## config.mk

```make
export PLATFORM = sky130hd
export DESIGN_NAME = persist_copy_ctrl
export DESIGN_NICKNAME = d
export VERILOG_FILES = /design/src/rtl/pcopy_pkg.sv /design/src/rtl/pcopy_shadow_bank.sv /design/src/rtl/pcopy_pick_lowest.sv /design/src/rtl/pcopy_fsm.sv /design/src/rtl/persist_copy_ctrl.sv
export SDC_FILE = /design/constraint.sdc
export NUM_CORES = 1
export LEC_CHECK = 0
export BUFFER_PORTS_ARGS = -buffer_cell sky130_fd_sc_hd__buf_2
export CAP_MARGIN = 20
export CORE_ASPECT_RATIO = 0.9
export CORE_MARGIN = 2
export CORE_UTILIZATION = 30
export DETAILED_ROUTE_END_ITERATION = 10
export PLACE_DENSITY = 0.55
export SLEW_MARGIN = 20
export SYNTH_ARGS = -nofsm -noshare
export SYNTH_HDL_FRONTEND = slang
export SYNTH_SLANG_ARGS = --single-unit
```

## constraint.sdc

```tcl
create_clock -name clk -period 8.5 [get_ports clk]
set_input_delay 0.425 -clock clk [delete_from_list [all_inputs] [get_ports clk]]
set_output_delay 0.425 -clock clk [all_outputs]
set_load 0.03 [all_outputs]
```

## src/rtl/pcopy_pkg.sv

```systemverilog
package pcopy_pkg;
    typedef enum logic [0:0] {
        CP_IDLE = 1'b0,
        CP_COPY = 1'b1
    } cp_state_e;
endpackage

```

## src/rtl/pcopy_shadow_bank.sv

```systemverilog
module pcopy_shadow_bank #(
    parameter int NUM_REGS = 8,
    parameter int DATA_W   = 32,
    localparam int IDX_W   = $clog2(NUM_REGS)
) (
    input  logic              clk,
    input  logic              rst_n,
    input  logic              wr_en,
    input  logic [IDX_W-1:0]  wr_idx,
    input  logic [DATA_W-1:0] wr_data,
    input  logic              launch,
    input  logic [IDX_W-1:0]  launch_idx,
    output logic [NUM_REGS-1:0] queued,
    output logic [DATA_W-1:0] launch_data
);
    logic [DATA_W-1:0] shadow [NUM_REGS];

    for (genvar g = 0; g < NUM_REGS; g++) begin : g_reg
        logic hit_wr;
        logic hit_launch;
        assign hit_wr     = wr_en && (wr_idx == IDX_W'(g));
        assign hit_launch = launch && (launch_idx == IDX_W'(g));

        always_ff @(posedge clk) begin
            if (!rst_n) begin
                shadow[g] <= '0;
                queued[g] <= 1'b0;
            end else begin
                if (hit_wr) begin
                    shadow[g] <= wr_data;
                    queued[g] <= 1'b1;
                end else if (hit_launch) begin
                    queued[g] <= 1'b0;
                end
            end
        end
    end

    assign launch_data = shadow[launch_idx];

    AST_LAUNCH_WAS_QUEUED: assert property (@(posedge clk) disable iff (!rst_n)
        launch |-> queued[launch_idx]);
endmodule

```

## src/rtl/pcopy_pick_lowest.sv

```systemverilog
module pcopy_pick_lowest #(
    parameter int NUM_REGS = 8,
    localparam int IDX_W   = $clog2(NUM_REGS)
) (
    input  logic [NUM_REGS-1:0] req,
    output logic                any,
    output logic [IDX_W-1:0]    idx
);
    always_comb begin
        idx = '0;
        for (int i = NUM_REGS - 1; i >= 0; i--) begin
            if (req[i]) idx = IDX_W'(i);
        end
        any = |req;
    end
endmodule

```

## src/rtl/pcopy_fsm.sv

```systemverilog
module pcopy_fsm
    import pcopy_pkg::*;
#(
    parameter int NUM_REGS = 8,
    parameter int DATA_W   = 32,
    localparam int IDX_W   = $clog2(NUM_REGS)
) (
    input  logic                clk,
    input  logic                rst_n,
    input  logic                any_queued,
    input  logic [IDX_W-1:0]    pick_idx,
    input  logic [DATA_W-1:0]   pick_data,
    input  logic                mst_ack,
    output logic                launch,
    output logic                mst_req,
    output logic [IDX_W-1:0]    mst_addr,
    output logic [DATA_W-1:0]   mst_data,
    output logic [NUM_REGS-1:0] busy_mask
);
    cp_state_e          state, state_nx;
    logic [IDX_W-1:0]   cur_idx;
    logic [DATA_W-1:0]  cur_data;

    always_ff @(posedge clk) begin
        if (!rst_n) state <= CP_IDLE;
        else        state <= state_nx;
    end

    always_ff @(posedge clk) begin
        if (!rst_n) begin
            cur_idx  <= '0;
            cur_data <= '0;
        end else if (launch) begin
            cur_idx  <= pick_idx;
            cur_data <= pick_data;
        end
    end

    always_comb begin
        state_nx = state;
        unique case (state)
            CP_IDLE: if (any_queued) state_nx = CP_COPY;
            CP_COPY: if (mst_ack)    state_nx = CP_IDLE;
            default: state_nx = CP_IDLE;
        endcase
    end

    always_comb begin
        launch    = (state == CP_IDLE) && any_queued;
        mst_req   = (state == CP_COPY);
        mst_addr  = cur_idx;
        mst_data  = cur_data;
        busy_mask = '0;
        if (mst_req) busy_mask[cur_idx] = 1'b1;
    end

    AST_HOLD_STEADY: assert property (@(posedge clk) disable iff (!rst_n)
        (mst_req && !mst_ack) |=> (mst_req && $stable(mst_addr) && $stable(mst_data)));
    AST_GAP_AFTER_ACK: assert property (@(posedge clk) disable iff (!rst_n)
        (mst_req && mst_ack) |=> !mst_req);
    AST_ACK_IGNORED: assert property (@(posedge clk) disable iff (!rst_n)
        (!mst_req && !any_queued) |=> !mst_req);
endmodule

```

## src/rtl/persist_copy_ctrl.sv

```systemverilog
module persist_copy_ctrl #(
    parameter int NUM_REGS = 8,
    parameter int DATA_W   = 32,
    localparam int IDX_W   = $clog2(NUM_REGS)
) (
    input  logic                clk,
    input  logic                rst_n,
    input  logic                wr_en,
    input  logic [IDX_W-1:0]    wr_idx,
    input  logic [DATA_W-1:0]   wr_data,
    output logic                mst_req,
    output logic [IDX_W-1:0]    mst_addr,
    output logic [DATA_W-1:0]   mst_data,
    input  logic                mst_ack,
    output logic [NUM_REGS-1:0] pending
);
    logic [NUM_REGS-1:0] queued;
    logic [NUM_REGS-1:0] busy_mask;
    logic                any_queued;
    logic [IDX_W-1:0]    pick_idx;
    logic [DATA_W-1:0]   pick_data;
    logic                launch;

    pcopy_shadow_bank #(.NUM_REGS(NUM_REGS), .DATA_W(DATA_W)) u_bank (
        .clk(clk), .rst_n(rst_n),
        .wr_en(wr_en), .wr_idx(wr_idx), .wr_data(wr_data),
        .launch(launch), .launch_idx(pick_idx),
        .queued(queued), .launch_data(pick_data)
    );

    pcopy_pick_lowest #(.NUM_REGS(NUM_REGS)) u_pick (
        .req(queued), .any(any_queued), .idx(pick_idx)
    );

    pcopy_fsm #(.NUM_REGS(NUM_REGS), .DATA_W(DATA_W)) u_fsm (
        .clk(clk), .rst_n(rst_n),
        .any_queued(any_queued), .pick_idx(pick_idx), .pick_data(pick_data),
        .mst_ack(mst_ack), .launch(launch),
        .mst_req(mst_req), .mst_addr(mst_addr), .mst_data(mst_data),
        .busy_mask(busy_mask)
    );

    assign pending = queued | busy_mask;

    AST_WRITE_MARKS: assert property (@(posedge clk) disable iff (!rst_n)
        wr_en |=> pending[$past(wr_idx)]);
    AST_LOWEST_FIRST: assert property (@(posedge clk) disable iff (!rst_n)
        launch |=> (($past(queued) & ((NUM_REGS'(1) << mst_addr) - NUM_REGS'(1))) == '0));
    AST_ACK_CLEARS: assert property (@(posedge clk) disable iff (!rst_n)
        (mst_req && mst_ack && !queued[mst_addr] && !(wr_en && wr_idx == mst_addr))
        |=> !pending[$past(mst_addr)]);
endmodule

```

==> metrics.csv <==
stage;metric;value;unit
clock_network;cts.sinks;300;
worst_setup_path;cp-end-kind;flip-flop;
route;viasPerCell;5.00;
timing;finalClockSkew;0.0126;ns
timing;layout_setup_ws;5.32;ns
timing;rsz0062_at_grt;no;
pwr;power_frac_seq;50.2;%
hold_path;holdPathEnd;u_fsm.mst_req$_SDFF_PN0_;
grt;antenna_found_initial;3;
route;wl_per_cell;22.4;um
timing;timing.hold.ws;0.261;ns
floorplanning;rows;72;
worst_setup_path;r2r-end;u_fsm.mst_data[17]$_SDFFE_PN0P_;
pwr;p_per_area;230;nW/um^2
worst_setup_path;crit_type;flip-flop to flip-flop;
grt;overflow;0;
worst_setup_path;worstReg2RegStart;u_bank.queued[0]$_SDFFE_PN0P_;
pwr;vdd_ir_drop_max;105;uV
pwr;p_total;0.00347;W
floorplanning;die_w;222;um
route;final_antenna_net_count;0;
grt;grt_pass1_vias;8241;
synthesis;synth_cell_types;45;
grt;grt_max_degree;48;
worst_setup_path;setup.worst_path.start;u_bank.queued[0]$_SDFFE_PN0P_;
pwr;combPwrFrac;8.8;%
clock_network;cts_root_buf;clkbuf_16;
place;gp_congestion;0.780;
synthesis;ys_ff_latch;300;
timing;relSlewSlack;27.3;%
clock_network;cts_htree_levels;2;
pwr;p_sw;0.000831;W
finish;syn_to_final_growth;17.4;%
synthesis;syn_area;12900;um^2
floorplanning;coreArea;42700;um^2
timing;hold_violations;0;
route;vias;8027;
finish;fin_cells;1606;
synthesis;synthTopCellsByCount;262 x and2_1, 256 x edfxtp_1, 51 x clkbuf_1, 47 x mux2i_1, 44 x dfxtp_1;
worst_setup_path;required;8.89;ns
place;dp_slack;5.32;ns
clock_network;ctsResizeCount;0;
floorplanning;io_pins;83;
clock_network;post_cts_buffers;0;
pwr;power_frac_clock;41.0;%
pwr;sw_frac_of_total;23.9;%
timing;finalSetupViolCount;0;
timing;worst_slew_pin_slew;1.08;ns
job;maxCapViolations;0;
clock_network;path_clk_slew;0.06;ns
synthesis;ys_seq_area_share;66.5;%
worst_setup_path;startpoint_type;flip-flop;
grt;grt_pass1_wl;53.5;mm
floorplanning;start_util;30.2;%
synthesis;synth_top_area_share;59.7;%
status;outcome;finished, final reports clean;
synthesis;synth-async-reset-ratio;0;%
timing;period_share;37.5;%
finish;final_nets;1064;
synthesis;yosysWarnings;0;
route;first_pass_iters;5;
synthesis;yosys-top-cells-area;edfxtp_1 60%, and2_1 13%, dfxtp_1 6.8%;
finish;area.sequential;8570;um^2
worst_setup_path;reg2regPathDepth;7;
hold_path;hold_start;mst_ack;
synthesis;syn_nets;990;
route;drt_iter0_drc;626;
grt;grt.total_usage;16.0;%
pwr;leakage;5.66;nW
finish;drive_above_1_share;17.5;%
timing;timing.fmax;314;MHz
finish;fill_cells;4158;
place;io_buffers;82;
timing;post-route-min-period;3.18;ns
clock_network;hold_buffers;0;
pwr;intPower;0.00264;W
hold_path;hold_depth;3;
timing;maxSlewViolCount;0;
clock_network;cts_made_buffers;34;
timing;setup_tns;0;ns
finish;multi_input_comb_area;4100;um^2
synthesis;syn_inst;951;
floorplanning;die-area;44600;um^2
clock_network;clk_path_buf_depth;3;
synthesis;synth-edff-count;256;
synthesis;avgSynthCellArea;13.5;um^2
worst_setup_path;cp.arrival;3.57;ns
clock_network;cts_tree;built;
place;dpl.cell_count;1544;
floorplanning;die_h;201;um
route;wirelength;36.1;mm
synthesis;ys.flop_type;edfxtp_1;
place;dpl.hpwl;20.7;mm
route;drc;0;
synthesis;synth_top_cell_by_area;edfxtp_1;
worst_setup_path;r2r_setup_slack;5.32;ns
hold_path;hold_class;primary input to flip-flop;
clock_network;clk_latency;0.51;ns
worst_setup_path;critPathMaxFanout;47;
synthesis;yosysMostFrequentCell;and2_1;
power by group through the flow:
stage	Combinational, W	Clock (W)	Sequential, W
floorplan	0.000151	0	0.00180
global placement	0.000310	0	0.00177
detailed placement	0.000312	0	0.00178
CTS	0.000312	0.00145	0.00174
global route	0.000331	0.00151	0.00175
finish	0.000307	0.00142	0.00174
per-stage QoR:
step | util [%] | area [um^2]
3_3_place_gp | 32.9 | 14000
5_1_grt | 35.4 | 15100
3_5_place_dp | 32.9 | 14000
4_1_cts | 35.4 | 15100
2_1_floorplan | - | 12900
6_report | 35.4 | 15100
critical path, stage by stage, from the launching register on:
cell and delay (ns):
dfxtp_2 0.58, buf_4 0.54, nor4_1 0.17, and4_4 0.24, nand3_1 0.58, buf_4 0.49
nor2_1 0.10, a2111o_1 0.34
routing by layer:
metal | GRT usage [%] | vias to the layer above | wire length, um
met3 | 2.52 | 70 | 2020
met2 | 26.7 | 257 | 17100
met1 | 21.5 | 3988 | 15900
li1 | - | 3710 | -
met4 | 4.91 | 2 | 984
met5 | 0 | - | 12
final cells by class:
cell class | instances | share of cell area [%]
multi-input combinational | 560 | 27.1
inverter | 23 | 0.571
clock buffer | 48 | 6.31
antenna | 1 | 0.0166
timing repair buffer | 106 | 3.91
tap | 555 | 4.59
clock inverter | 13 | 0.786
sequential | 300 | 56.7
worst max path at each step:
| stage | endpoint | slack [ns] |
|---|---|---|
| after floorplan | u_bank.shadow[0][0]$_SDFFCE_PN0P_ | 5.01 |
| after global placement | u_fsm.mst_data[17]$_SDFFE_PN0P_ | 5.37 |
| after detailed placement | u_fsm.mst_data[17]$_SDFFE_PN0P_ | 5.32 |
| after CTS | u_fsm.mst_data[17]$_SDFFE_PN0P_ | 5.32 |
| after global routing | u_fsm.mst_data[7]$_SDFFE_PN0P_ | 5.19 |
| final | u_fsm.mst_data[17]$_SDFFE_PN0P_ | 5.32 |
flip-flops by register name, indices dropped and copies added (netlist names):
register and flops:
u_bank.queued 8, u_bank.shadow 256, u_fsm.mst_addr 3, u_fsm.mst_data 32, u_fsm.mst_req 1
layout by cell type (no fill, tap or decap), types with 3 or more instances in the layout:
cell | Yosys | routed
nor3_2 | 0 | 3
nor2_1 | 18 | 12
clkbuf_1 | 51 | 10
edfxtp_1 | 256 | 256
a22o_1 | 17 | 17
o21ai_0 | 11 | 5
clkbuf_16 | 0 | 35
nand3_1 | 5 | 5
o2bb2ai_1 | 14 | 14
clkinv_2 | 0 | 3
inv_1 | 23 | 23
nand2_1 | 10 | 10
and2_1 | 262 | 261
nand2b_1 | 5 | 5
nor2b_1 | 3 | 3
mux2i_1 | 47 | 47
a31o_2 | 7 | 7
a41o_1 | 3 | 3
a21oi_1 | 20 | 20
a211o_1 | 32 | 32
a22oi_1 | 17 | 17
o22ai_1 | 31 | 31
buf_2 | 10 | 82
a222oi_1 | 14 | 14
dfxtp_1 | 44 | 43
clkbuf_8 | 0 | 3
buf_4 | 3 | 24
o21ai_4 | 0 | 6
clkinv_1 | 0 | 5
nor2_4 | 0 | 6
a221o_1 | 17 | 17
cells by family (layout without fill, tap and decap cells):
| family | Yosys count | count (layout) | share of synthesized area (%) |
|---|---|---|---|
| AO/OA/AOI/OAI | 197 | 197 | 12.0 |
| buffers and inverters | 91 | 190 | 2.95 |
| flip-flops | 300 | 300 | 66.5 |
| multiplexers | 47 | 47 | 3.65 |
| other | 0 | 1 | 0 |
| AND/OR/NAND/NOR | 316 | 316 | 14.8 |
(Power assumes the default switching activity.)
